==> src/rtl/insn_dec_pkg.sv <==
package insn_dec_pkg;

  typedef enum logic [1:0] {
    CLS_NONE  = 2'd0,
    CLS_MOVI  = 2'd1,
    CLS_DIVR  = 2'd2,
    CLS_IMUL3 = 2'd3
  } op_class_t;

  typedef enum logic [1:0] {
    ST_LEAD  = 2'd0,
    ST_MODRM = 2'd1,
    ST_IMM   = 2'd2
  } dec_state_t;

  localparam logic [2:0] DIV_DIGIT = 3'd6;

  // drop one byte into a little-endian accumulator at byte slot idx
  function automatic logic [31:0] place_byte(input logic [31:0] acc,
                                             input logic [1:0]  idx,
                                             input logic [7:0]  b);
    logic [31:0] r;
    r = acc;
    r[8*idx +: 8] = b;
    return r;
  endfunction

  // widen a signed byte to 16 or 32 bits; above 16 bits stays zero in 16-bit mode
  function automatic logic [31:0] sext8(input logic [7:0] b, input logic is16);
    if (is16) return {16'h0000, {8{b[7]}}, b};
    return {{24{b[7]}}, b};
  endfunction

endpackage

==> src/rtl/insn_prefix_match.sv <==
module insn_prefix_match (
  input  logic [7:0] byte_in,
  output logic       is_prefix,
  output logic       is_opsize
);
  always_comb begin
    unique case (byte_in)
      8'hF0, 8'hF2, 8'hF3,
      8'h26, 8'h2E, 8'h36, 8'h3E, 8'h64, 8'h65,
      8'h66, 8'h67: is_prefix = 1'b1;
      default:      is_prefix = 1'b0;
    endcase
    is_opsize = (byte_in == 8'h66);
  end
endmodule

==> src/rtl/insn_opcode_map.sv <==
module insn_opcode_map (
  input  logic [7:0] byte_in,
  output logic       is_movi,
  output logic       is_div,
  output logic       is_imul,
  output logic [2:0] reg_lo
);
  assign is_movi = (byte_in[7:3] == 5'b10111);
  assign is_div  = (byte_in == 8'hF7);
  assign is_imul = (byte_in == 8'h6B);
  assign reg_lo  = byte_in[2:0];
endmodule

==> src/rtl/insn_imm_gather.sv <==
module insn_imm_gather #(
  parameter int MAX_BYTES = 4,
  localparam int CNT_W = $clog2(MAX_BYTES + 1)
) (
  input  logic             clk,
  input  logic             rst,
  input  logic             clr,
  input  logic             take,
  input  logic [7:0]       din,
  output logic [31:0]      acc,
  output logic [CNT_W-1:0] cnt
);
  import insn_dec_pkg::*;

  always_ff @(posedge clk) begin
    if (rst || clr) begin
      acc <= '0;
      cnt <= '0;
    end else if (take) begin
      acc <= place_byte(acc, cnt[1:0], din);
      cnt <= cnt + 1'b1;
    end
  end


  cnt_cap_chk: assert property (@(posedge clk) disable iff (rst)
    cnt <= CNT_W'(MAX_BYTES));
endmodule

==> src/rtl/insn_byte_decoder.sv <==
module insn_byte_decoder #(
  parameter int MAX_PFX = 4,
  localparam int LEN_W = $clog2(MAX_PFX + 6),
  localparam int PFX_W = $clog2(MAX_PFX + 1)
) (
  input  logic             clk,
  input  logic             rst,
  input  logic             in_valid,
  input  logic [7:0]       in_byte,
  output logic             in_ready,
  output logic             out_valid,
  input  logic             out_ready,
  output logic [1:0]       out_class,
  output logic [2:0]       out_dst,
  output logic [2:0]       out_src,
  output logic             out_size16,
  output logic [31:0]      out_imm,
  output logic [LEN_W-1:0] out_len,
  output logic             out_err
);
  import insn_dec_pkg::*;

  localparam int IMM_MAX = 4;
  localparam int CNT_W   = $clog2(IMM_MAX + 1);

  dec_state_t       st_q, nxt_st;
  op_class_t        cls_q, nxt_cls, em_cls, out_cls_q;
  logic [LEN_W-1:0] len_q, nxt_len;
  logic [PFX_W-1:0] pfx_q, nxt_pfx;
  logic             sz16_q, nxt_sz16;
  logic [2:0]       dst_q, nxt_dst, src_q, nxt_src, em_dst, em_src;
  logic [CNT_W-1:0] need_q, nxt_need;
  logic [31:0]      em_imm;
  logic             em_err;

  // named events for the checks
  logic acc_fire, emit_now, rec_taken;
  assign in_ready  = !out_valid;
  assign acc_fire  = in_valid && in_ready;
  assign rec_taken = out_valid && out_ready;

  logic is_prefix, is_opsize, is_movi, is_div, is_imul;
  logic [2:0] reg_lo;
  logic [31:0] imm_acc;
  logic [CNT_W-1:0] imm_cnt;
  logic imm_take;

  insn_prefix_match u_pfx (.byte_in(in_byte), .is_prefix(is_prefix), .is_opsize(is_opsize));

  insn_opcode_map u_opc (.byte_in(in_byte), .is_movi(is_movi), .is_div(is_div),
                         .is_imul(is_imul), .reg_lo(reg_lo));

  assign imm_take = acc_fire && (st_q == ST_IMM);

  insn_imm_gather #(.MAX_BYTES(IMM_MAX)) u_imm (
    .clk(clk), .rst(rst), .clr(emit_now), .take(imm_take),
    .din(in_byte), .acc(imm_acc), .cnt(imm_cnt));

  wire [1:0] rm_mod = in_byte[7:6];
  wire [2:0] rm_mid = in_byte[5:3];
  wire [2:0] rm_low = in_byte[2:0];

  always_comb begin
    nxt_st = st_q; nxt_cls = cls_q; nxt_len = len_q; nxt_pfx = pfx_q;
    nxt_sz16 = sz16_q; nxt_dst = dst_q; nxt_src = src_q; nxt_need = need_q;
    emit_now = 1'b0; em_err = 1'b0;
    em_cls = cls_q; em_dst = dst_q; em_src = src_q; em_imm = '0;
    if (acc_fire) begin
      nxt_len = len_q + 1'b1;
      unique case (st_q)
        ST_LEAD: begin
          if (is_prefix) begin
            if (pfx_q == PFX_W'(MAX_PFX)) begin
              emit_now = 1'b1; em_err = 1'b1;
            end else begin
              nxt_pfx  = pfx_q + 1'b1;
              nxt_sz16 = sz16_q | is_opsize;
            end
          end else if (is_movi) begin
            nxt_cls  = CLS_MOVI; nxt_dst = reg_lo; nxt_src = 3'd0;
            nxt_need = sz16_q ? CNT_W'(2) : CNT_W'(4);
            nxt_st   = ST_IMM;
          end else if (is_div) begin
            nxt_cls = CLS_DIVR; nxt_st = ST_MODRM;
          end else if (is_imul) begin
            nxt_cls = CLS_IMUL3; nxt_st = ST_MODRM;
          end else begin
            emit_now = 1'b1; em_err = 1'b1;
          end
        end
        ST_MODRM: begin
          if (rm_mod != 2'b11) begin
            emit_now = 1'b1; em_err = 1'b1;
          end else if (cls_q == CLS_DIVR) begin
            emit_now = 1'b1;
            if (rm_mid == DIV_DIGIT) begin
              em_dst = rm_low; em_src = DIV_DIGIT;
            end else begin
              em_err = 1'b1;
            end
          end else begin
            nxt_dst = rm_mid; nxt_src = rm_low;
            nxt_need = CNT_W'(1); nxt_st = ST_IMM;
          end
        end
        default: begin
          if ((imm_cnt + 1'b1) == need_q) begin
            emit_now = 1'b1;
            em_imm = (cls_q == CLS_IMUL3) ? sext8(in_byte, sz16_q)
                                          : place_byte(imm_acc, imm_cnt[1:0], in_byte);
          end
        end
      endcase
      if (em_err) begin
        em_cls = CLS_NONE; em_dst = 3'd0; em_src = 3'd0; em_imm = '0;
      end
      if (emit_now) begin
        nxt_st = ST_LEAD; nxt_len = '0; nxt_pfx = '0; nxt_sz16 = 1'b0;
        nxt_cls = CLS_NONE;
      end
    end
  end

  always_ff @(posedge clk) begin
    if (rst) begin
      st_q <= ST_LEAD; cls_q <= CLS_NONE; len_q <= '0; pfx_q <= '0;
      sz16_q <= 1'b0; dst_q <= '0; src_q <= '0; need_q <= '0;
      out_valid <= 1'b0; out_cls_q <= CLS_NONE; out_dst <= '0; out_src <= '0;
      out_size16 <= 1'b0; out_imm <= '0; out_len <= '0; out_err <= 1'b0;
    end else begin
      st_q <= nxt_st; cls_q <= nxt_cls; len_q <= nxt_len; pfx_q <= nxt_pfx;
      sz16_q <= nxt_sz16; dst_q <= nxt_dst; src_q <= nxt_src; need_q <= nxt_need;
      if (emit_now) begin
        out_valid  <= 1'b1;
        out_cls_q  <= em_cls;
        out_dst    <= em_dst;
        out_src    <= em_src;
        out_size16 <= sz16_q;
        out_imm    <= em_imm;
        out_len    <= len_q + 1'b1;
        out_err    <= em_err;
      end else if (rec_taken) begin
        out_valid <= 1'b0;
      end
    end
  end

  assign out_class = out_cls_q;


  hold_rec_chk: assert property (@(posedge clk) disable iff (rst)
    (out_valid && !out_ready) |=> (out_valid && $stable(out_len) && $stable(out_imm)
                                   && $stable(out_dst) && $stable(out_src) && $stable(out_err)));

  rise_after_take_chk: assert property (@(posedge clk) disable iff (rst)
    $rose(out_valid) |-> $past(acc_fire));

  err_clean_chk: assert property (@(posedge clk) disable iff (rst)
    (out_valid && out_err) |-> (out_class == 2'd0 && out_imm == 32'd0));

  imul_range_chk: assert property (@(posedge clk) disable iff (rst)
    (out_valid && out_class == 2'd3) |->
      (out_size16 ? (out_imm[31:16] == 16'h0 && (out_imm[15:7] == '0 || &out_imm[15:7]))
                  : (out_imm[31:7] == '0 || &out_imm[31:7])));

  movi_len_chk: assert property (@(posedge clk) disable iff (rst)
    (out_valid && out_class == 2'd1) |->
      (out_size16 ? (out_len >= LEN_W'(4) && out_imm[31:16] == 16'h0) : out_len >= LEN_W'(5)));

  pfx_bound_chk: assert property (@(posedge clk) disable iff (rst)
    pfx_q <= PFX_W'(MAX_PFX));
endmodule

==> config.mk <==
export PLATFORM = sky130hd
export DESIGN_NAME = insn_byte_decoder
export DESIGN_NICKNAME = d
export VERILOG_FILES = /design/src/rtl/insn_dec_pkg.sv /design/src/rtl/insn_prefix_match.sv /design/src/rtl/insn_opcode_map.sv /design/src/rtl/insn_imm_gather.sv /design/src/rtl/insn_byte_decoder.sv
export SDC_FILE = /design/constraint.sdc
export NUM_CORES = 1
export LEC_CHECK = 0
export ABC_CLOCK_PERIOD_IN_PS = 2900
export BUFFER_PORTS_ARGS = -buffer_cell sky130_fd_sc_hd__buf_2
export CAP_MARGIN = 40
export CORE_UTILIZATION = 30
export CTS_BUF_LIST = sky130_fd_sc_hd__clkbuf_8
export DETAILED_ROUTE_END_ITERATION = 7
export PLACE_DENSITY = 0.52
export REMOVE_ABC_BUFFERS = 1
export SLEW_MARGIN = 20
export SYNTH_ARGS = -nofsm -noshare
export SYNTH_HDL_FRONTEND = slang
export SYNTH_HIERARCHICAL = 1
export SYNTH_SLANG_ARGS = --single-unit
==> constraint.sdc <==
create_clock -name clk -period 2.9 [get_ports clk]
set_input_delay 0.435 -clock clk [delete_from_list [all_inputs] [get_ports clk]]
set_output_delay 0.435 -clock clk [all_outputs]
set_load 0.02 [all_outputs]
# == Word level (Yosys, flattened, before mapping) ==
# Cells that the tools add are included.
# word_totals
regBits,103
word_cells,160
inputBits,12
# classes
muxes,85
add_sub_neg,4
n_reduce_logical,18
n_bitwise,1
n_eq_ne,32
n_shift,2
# ops
op,n
$mux 32,7
$mux 3,29
$eq 8x7->1 const B,5
$neg 5->34,1
$shift 8x34->32 const A,1
$shiftx 8x34->32,1
$bwmux 32,1
$eq 8x6->1 const B,4
$eq 8x8->1 const B,4
$mux 2,15
$mux 1,26
$pmux 3 s2,3
$reduce_and 6->1,2
$reduce_or 11->1,1
$ne 2x2->1 const B,5
$ne 3x3->1 const B,3
$reduce_and 4->1,2
$reduce_bool 2->1,4
$add 3x1->3 const B,2
$eq 2x2->1 const B,3
$eq 3x3->1 const B,2
$eq 5x5->1 const B,1
$ne 5x5->1 const B,1
$add 4x1->4 const B,1
other kinds (14),18

# == Depth between registers and ports, before layout ==
# logic_depth
ltp_word,11
ltp_mapped,12
ltp_nobuf,10

# == Modules after synthesis ==
# The synthesis kept the hierarchy.
# modules_own_cells
mod,instances,cells_each,area_each_um2
insn_byte_decoder,1,333,3154.3
insn_imm_gather,1,136,1376.3
insn_opcode_map,1,10,70.1
insn_prefix_match,1,9,70.1

# == Worst setup path before layout ==
# OpenSTA, ideal clock, no wires.
# synth_timing
path_type,input to register
start,in in_byte[3]
end,reg u_imm.acc[16]
n_path_buf,2
stages,12
t_arrival_ns,2.905
t_required_ns,2.839
slack_ns,-0.066
setup_ns,0.061
path_cell_list,nand3b_1 or4b_4 o211ai_1 a21bo_2 o211ai_1 a31o_1 inv_1 buf_4 or2_1 buf_2 a21oi_2 a32o_1
# synth_lines
element,line_no,rtl
from (decl),insn_byte_decoder.sv:9,"input logic [7:0] in_byte,"
"$eq 8x7->1, or another cell as far along",insn_prefix_match.sv:7,unique case (byte_in)
$reduce_or 11->1 (*),insn_prefix_match.sv:7,
$mux 1 (*),insn_prefix_match.sv:7,
via is_prefix,insn_byte_decoder.sv:42,"logic is_prefix, is_opsize, is_movi, is_div, is_imul;"
$mux 1 (*),insn_byte_decoder.sv:72,if (is_prefix) begin
$pmux 1 s2 (*),insn_byte_decoder.sv:70,unique case (st_q)
$mux 1 (*) (2 in series),insn_byte_decoder.sv:68,if (acc_fire) begin
via emit_now,insn_byte_decoder.sv:37,"logic acc_fire, emit_now, rec_taken;"
$logic_or 1x1->1 (*),insn_imm_gather.sv:16,if (rst || clr) begin
to (signal assigned),insn_imm_gather.sv:20,"acc <= place_byte(acc, cnt[1:0], din);"
to (decl),insn_imm_gather.sv:10,"output logic [31:0] acc,"
# The timed path passes the listed nets; every way through them passes the cells marked *. The select of a mux whose other input is x is not followed.
# A chain may end at the register's enable or synchronous reset.

# == Final worst setup path ==
# layout_timing
start,in in_byte[7]
end,reg out_dst[1]
# layout_lines
element,line_no,rtl
"$eq 8x7->1, or another cell as far along",insn_prefix_match.sv:7,
$reduce_or 11->1 (*),insn_prefix_match.sv:7,
$mux 1 (*),insn_prefix_match.sv:7,
via is_prefix,insn_byte_decoder.sv:42,
$mux 1 (*),insn_byte_decoder.sv:72,
$pmux 1 s2,insn_byte_decoder.sv:70,
$mux 1,insn_byte_decoder.sv:68,
$mux 3,insn_byte_decoder.sv:114,if (em_err) begin
$mux 3,insn_byte_decoder.sv:68,
to (signal assigned),insn_byte_decoder.sv:136,out_dst <= em_dst;
to (decl),insn_byte_decoder.sv:14,"output logic [2:0] out_dst,"
# Marked as above.

==> key figures <==
Status
  – Run status: complete, no violations

CTS
  – CTS tree: yes
  – CTS Hold Buffers Added: 0
  – Post-CTS resize count: 0
  – Post-CTS setup buffers: 0
  – Total CTS buffers: 9
  – Htree depth: 3
  – Worst-path clk slew: 0.10 ns
  – Clock Root Buffer: clkbuf_8
  – CTS sink count: 103
  – Clock Path Buffers: 2
  – Worst-skew pair later-pin latency: 0.40 ns

STA
  – Clk_skew: approximately 0.013 ns
  – TNS Setup: 0 ns
  – Final Cycle Share: 91.9%
  – Unrepaired setup endpoints after global routing: false
  – Final Hold Viols: 0
  – Worst slew pin tran: 0.683 ns
  – Final setup violation count: 0
  – Fin. max-slew vios: 0
  – Final min period: between 2 and 3 ns
  – Peak Freq: 0.375 GHz
  – Relative slew slack: 54.5%

Drt
  – Post-DRT Antenna Nets: 0
  – Per-cell routed wire length: ~17 um
  – Vias post-DR: 4099
  – Vias per cell: 5.46
  – Met1 wire length: 5770 um
  – Residual DRC: 0
  – DR top layer: met4
  – Drt total wl: approximately 13000 um
  – Wire length on met3: 589 um
  – Detailed Routing Iterations Pass 1: 5
  – DR iter-0 viols: 334
  – Met2 WL post-DR: 6200 um

Pwr
  – Power per cell area: 473 nW/um^2
  – Leakage: around 0.0021 uW
  – VDD IR max: 0.309 mV
  – NetSw: approximately 690 uW
  – Combinational share of power: under 10%
  – Net Sw Frac: between 20% and 30%
  – Power Internal: 1910 uW
  – Clock power share: between 30% and 40%
  – Part of the power in registers: 55.0%

Hold path
  – HP Start: out_ready
  – Hold Crit Depth: 3
  – Hold path endpoint: out_valid
  – Tightest Hold Check Type: in2reg

Worst setup path
  – CP Launch Type: primary input
  – Required time worst endpoint: 3.24 ns
  – Crit-path slowest cell: a2111oi_0
  – Critical R2R Launch: u_imm/cnt[0]
  – Critical path type: in2reg
  – Crit path buf inv count: 2
  – Crit-path cells: buf_2 > or4bb_1 > o211ai_1 > a21bo_2 > o211ai_1 > buf_4 > o211ai_1 > a2111oi_0 > a31o_1
  – R2R cell count: 8
  – Worst stage delay on the critical path: 0.54 ns
  – CP delay by family, top: compound AO/OA/AOI/OAI gates
  – CP dominant cell by count: o211ai_1
  – Critical-path maximum fanout: 5
  – Crit path DAT: 3.00 ns
  – Crit Reg-Reg Endpoint: out_dst[1]
  – Reg2Reg Setup Slack: 0.56 ns
  – Setup crit start: in_byte[7]
  – Crit end category: flop

Yosys
  – Fraction of registers with async set or reset after synthesis: 0%
  – Synth cell count leaders: dfxtp_1 (103), nor2_1 (57), nand2_1 (35)
  – Post-synth EDFFs: 0
  – Largest area contributor in the netlist: dfxtp_1
  – Post-synth top area share: 44.1%
  – Yosys reg bits: 103
  – Synth warn: 6
  – Top cells by area, synth: dfxtp_1 (44%), o2bb2ai_1 (5.8%), nor2_1 (4.6%), ha_1 (4.0%), a221oi_1 (3.9%)
  – Mapped Avg Cell Area: 9.57 sq um
  – Sequential fraction of the synthesis area: 44.1%
  – Most frequent cell after synthesis: dfxtp_1
  – Synth Flop Type: dfxtp_1
  – Netlist cell types: 63
  – Post-synthesis cell area: 4670 sq um
  – Synthesized netlist cell count: 488

Die
  – Die ar.: 16100 sq um
  – Core box area: about 15000 sq um
  – # rows: between 40 and 50
  – Die width: 127 um
  – IO Pins: 60
  – Initial core utilization: 30.7%
  – Die Y: 127 um

Cells and area
  – Area Overhead vs Synth: 17.3%
  – Layout Nets: 585
  – Finished Layout Cells: 751
  – Ant. Diodes: 0
  – Fin util: between 30% and 40%
  – FILL cells: 1578
  – Share of cells above drive strength 1: between 20% and 30%

Placement
  – IO Port Bufs: between 50 and 60
  – GP Congestion: slightly above 0.8
  – Cells after DPL: roughly 740
  – HPWL after detailed placement: 8960 um

Global route
  – Largest net degree at the start of global routing: 33
  – First-pass GRT wire length: 20800 um
  – Grt ovf: 0
  – Number of global-route vias before repair: roughly 4000
  – GR Util All Layers: between 15 and 20%
  – Initial antenna violation count: 0

Job
  – Max-capacitance violation count: 0
==> logic make-up after synthesis <==
logic type	share of synthesized area [%]
and+or+nand+nor	18.4
AOI/OAI and AO/OA	24.5
DFF	44.1
buffers and inverters	5.22
adders and majority gates	4.02
muxes	1.93
xor gates and xnor gates	1.79
==> cell usage in the layout, fill, tap and decap left out, types with 15 or more instances in the layout <==
cell type and count:
dfxtp_1 103, buf_2 59, nor2_1 57, nand2_1 35, buf_4 32, o2bb2ai_1 31, a221oi_1 21, a21oi_1 20
a32oi_1 16, ha_1 15
==> stage by stage <==
step           worst slack, ns  total power, uW  cell area (sq um)  hold slack [ns]
4_1_cts                  0.306             2630               5480            0.275
6_report                 0.235             2590               5480            0.298
5_1_grt                  0.164             2710               5480            0.282
3_3_place_gp           -0.0847             1660               5270            0.438
2_1_floorplan           -0.599             1540               4480            0.432
3_5_place_dp           -0.0961             1660               5270            0.441
==> final cells by class <==
cell class	count	area, sq um	share of cell area [%]
Multi-Input combinational cell	338	2360	43.2
Sequential cell	103	2060	37.6
Timing Repair Buffer	93	559	10.2
Tap cell	188	235	4.29
Clock buffer	9	124	2.26
Clock inverter	7	86.3	1.58
Inverter	13	48.8	0.890
==> worst register-to-register path: cells and delay by family (launching register included) <==
kind | cells | cell delay [ns]
flip-flops | 1 | 0.34
buffers and inverters | 2 | 0.40
AND/OR/NAND/NOR | 1 | 0.17
AO/OA/AOI/OAI | 3 | 0.87
adder cells (fa/ha/maj) | 1 | 0.23
XOR/XNOR | 1 | 0.29
==> power groups by stage <==
stage	clock network, uW	registers (uW)	logic [uW]
after floorplan	0	1470	79.4
after global placement	0	1460	197
after detailed placement	0	1460	200
after CTS	1010	1430	201
after global routing	1060	1430	219
final	964	1430	201
==> worst max path at each step <==
stage,end,depth (start not counted)
after global placement,out_dst[1],9
after CTS,out_dst[1],9
after floorplan,u_imm/acc[16],10
final,out_dst[1],9
after detailed placement,out_dst[1],9
after global routing,out_dst[1],9
==> sequential cells by signal (all words and copies together), names as in the netlist, 2 cells and up <==
register and count:
out_len 4, out_class 2, u_imm/acc 32, len_q 4, u_imm/cnt 3, out_imm 32
out_src 3, src_q 3, out_dst 3, cls_q 2, need_q 3, st_q 2
dst_q 3, pfx_q 3
==> routing by layer <==
metal  track usage [%]  vias to the layer above
li1                  -                     1984
met4              5.53                        0
met5                 0                        -
met2              28.1                      112
met1              20.6                     1992
met3              3.75                       11
No activity file was read; power rests on OpenSTA's default activity.
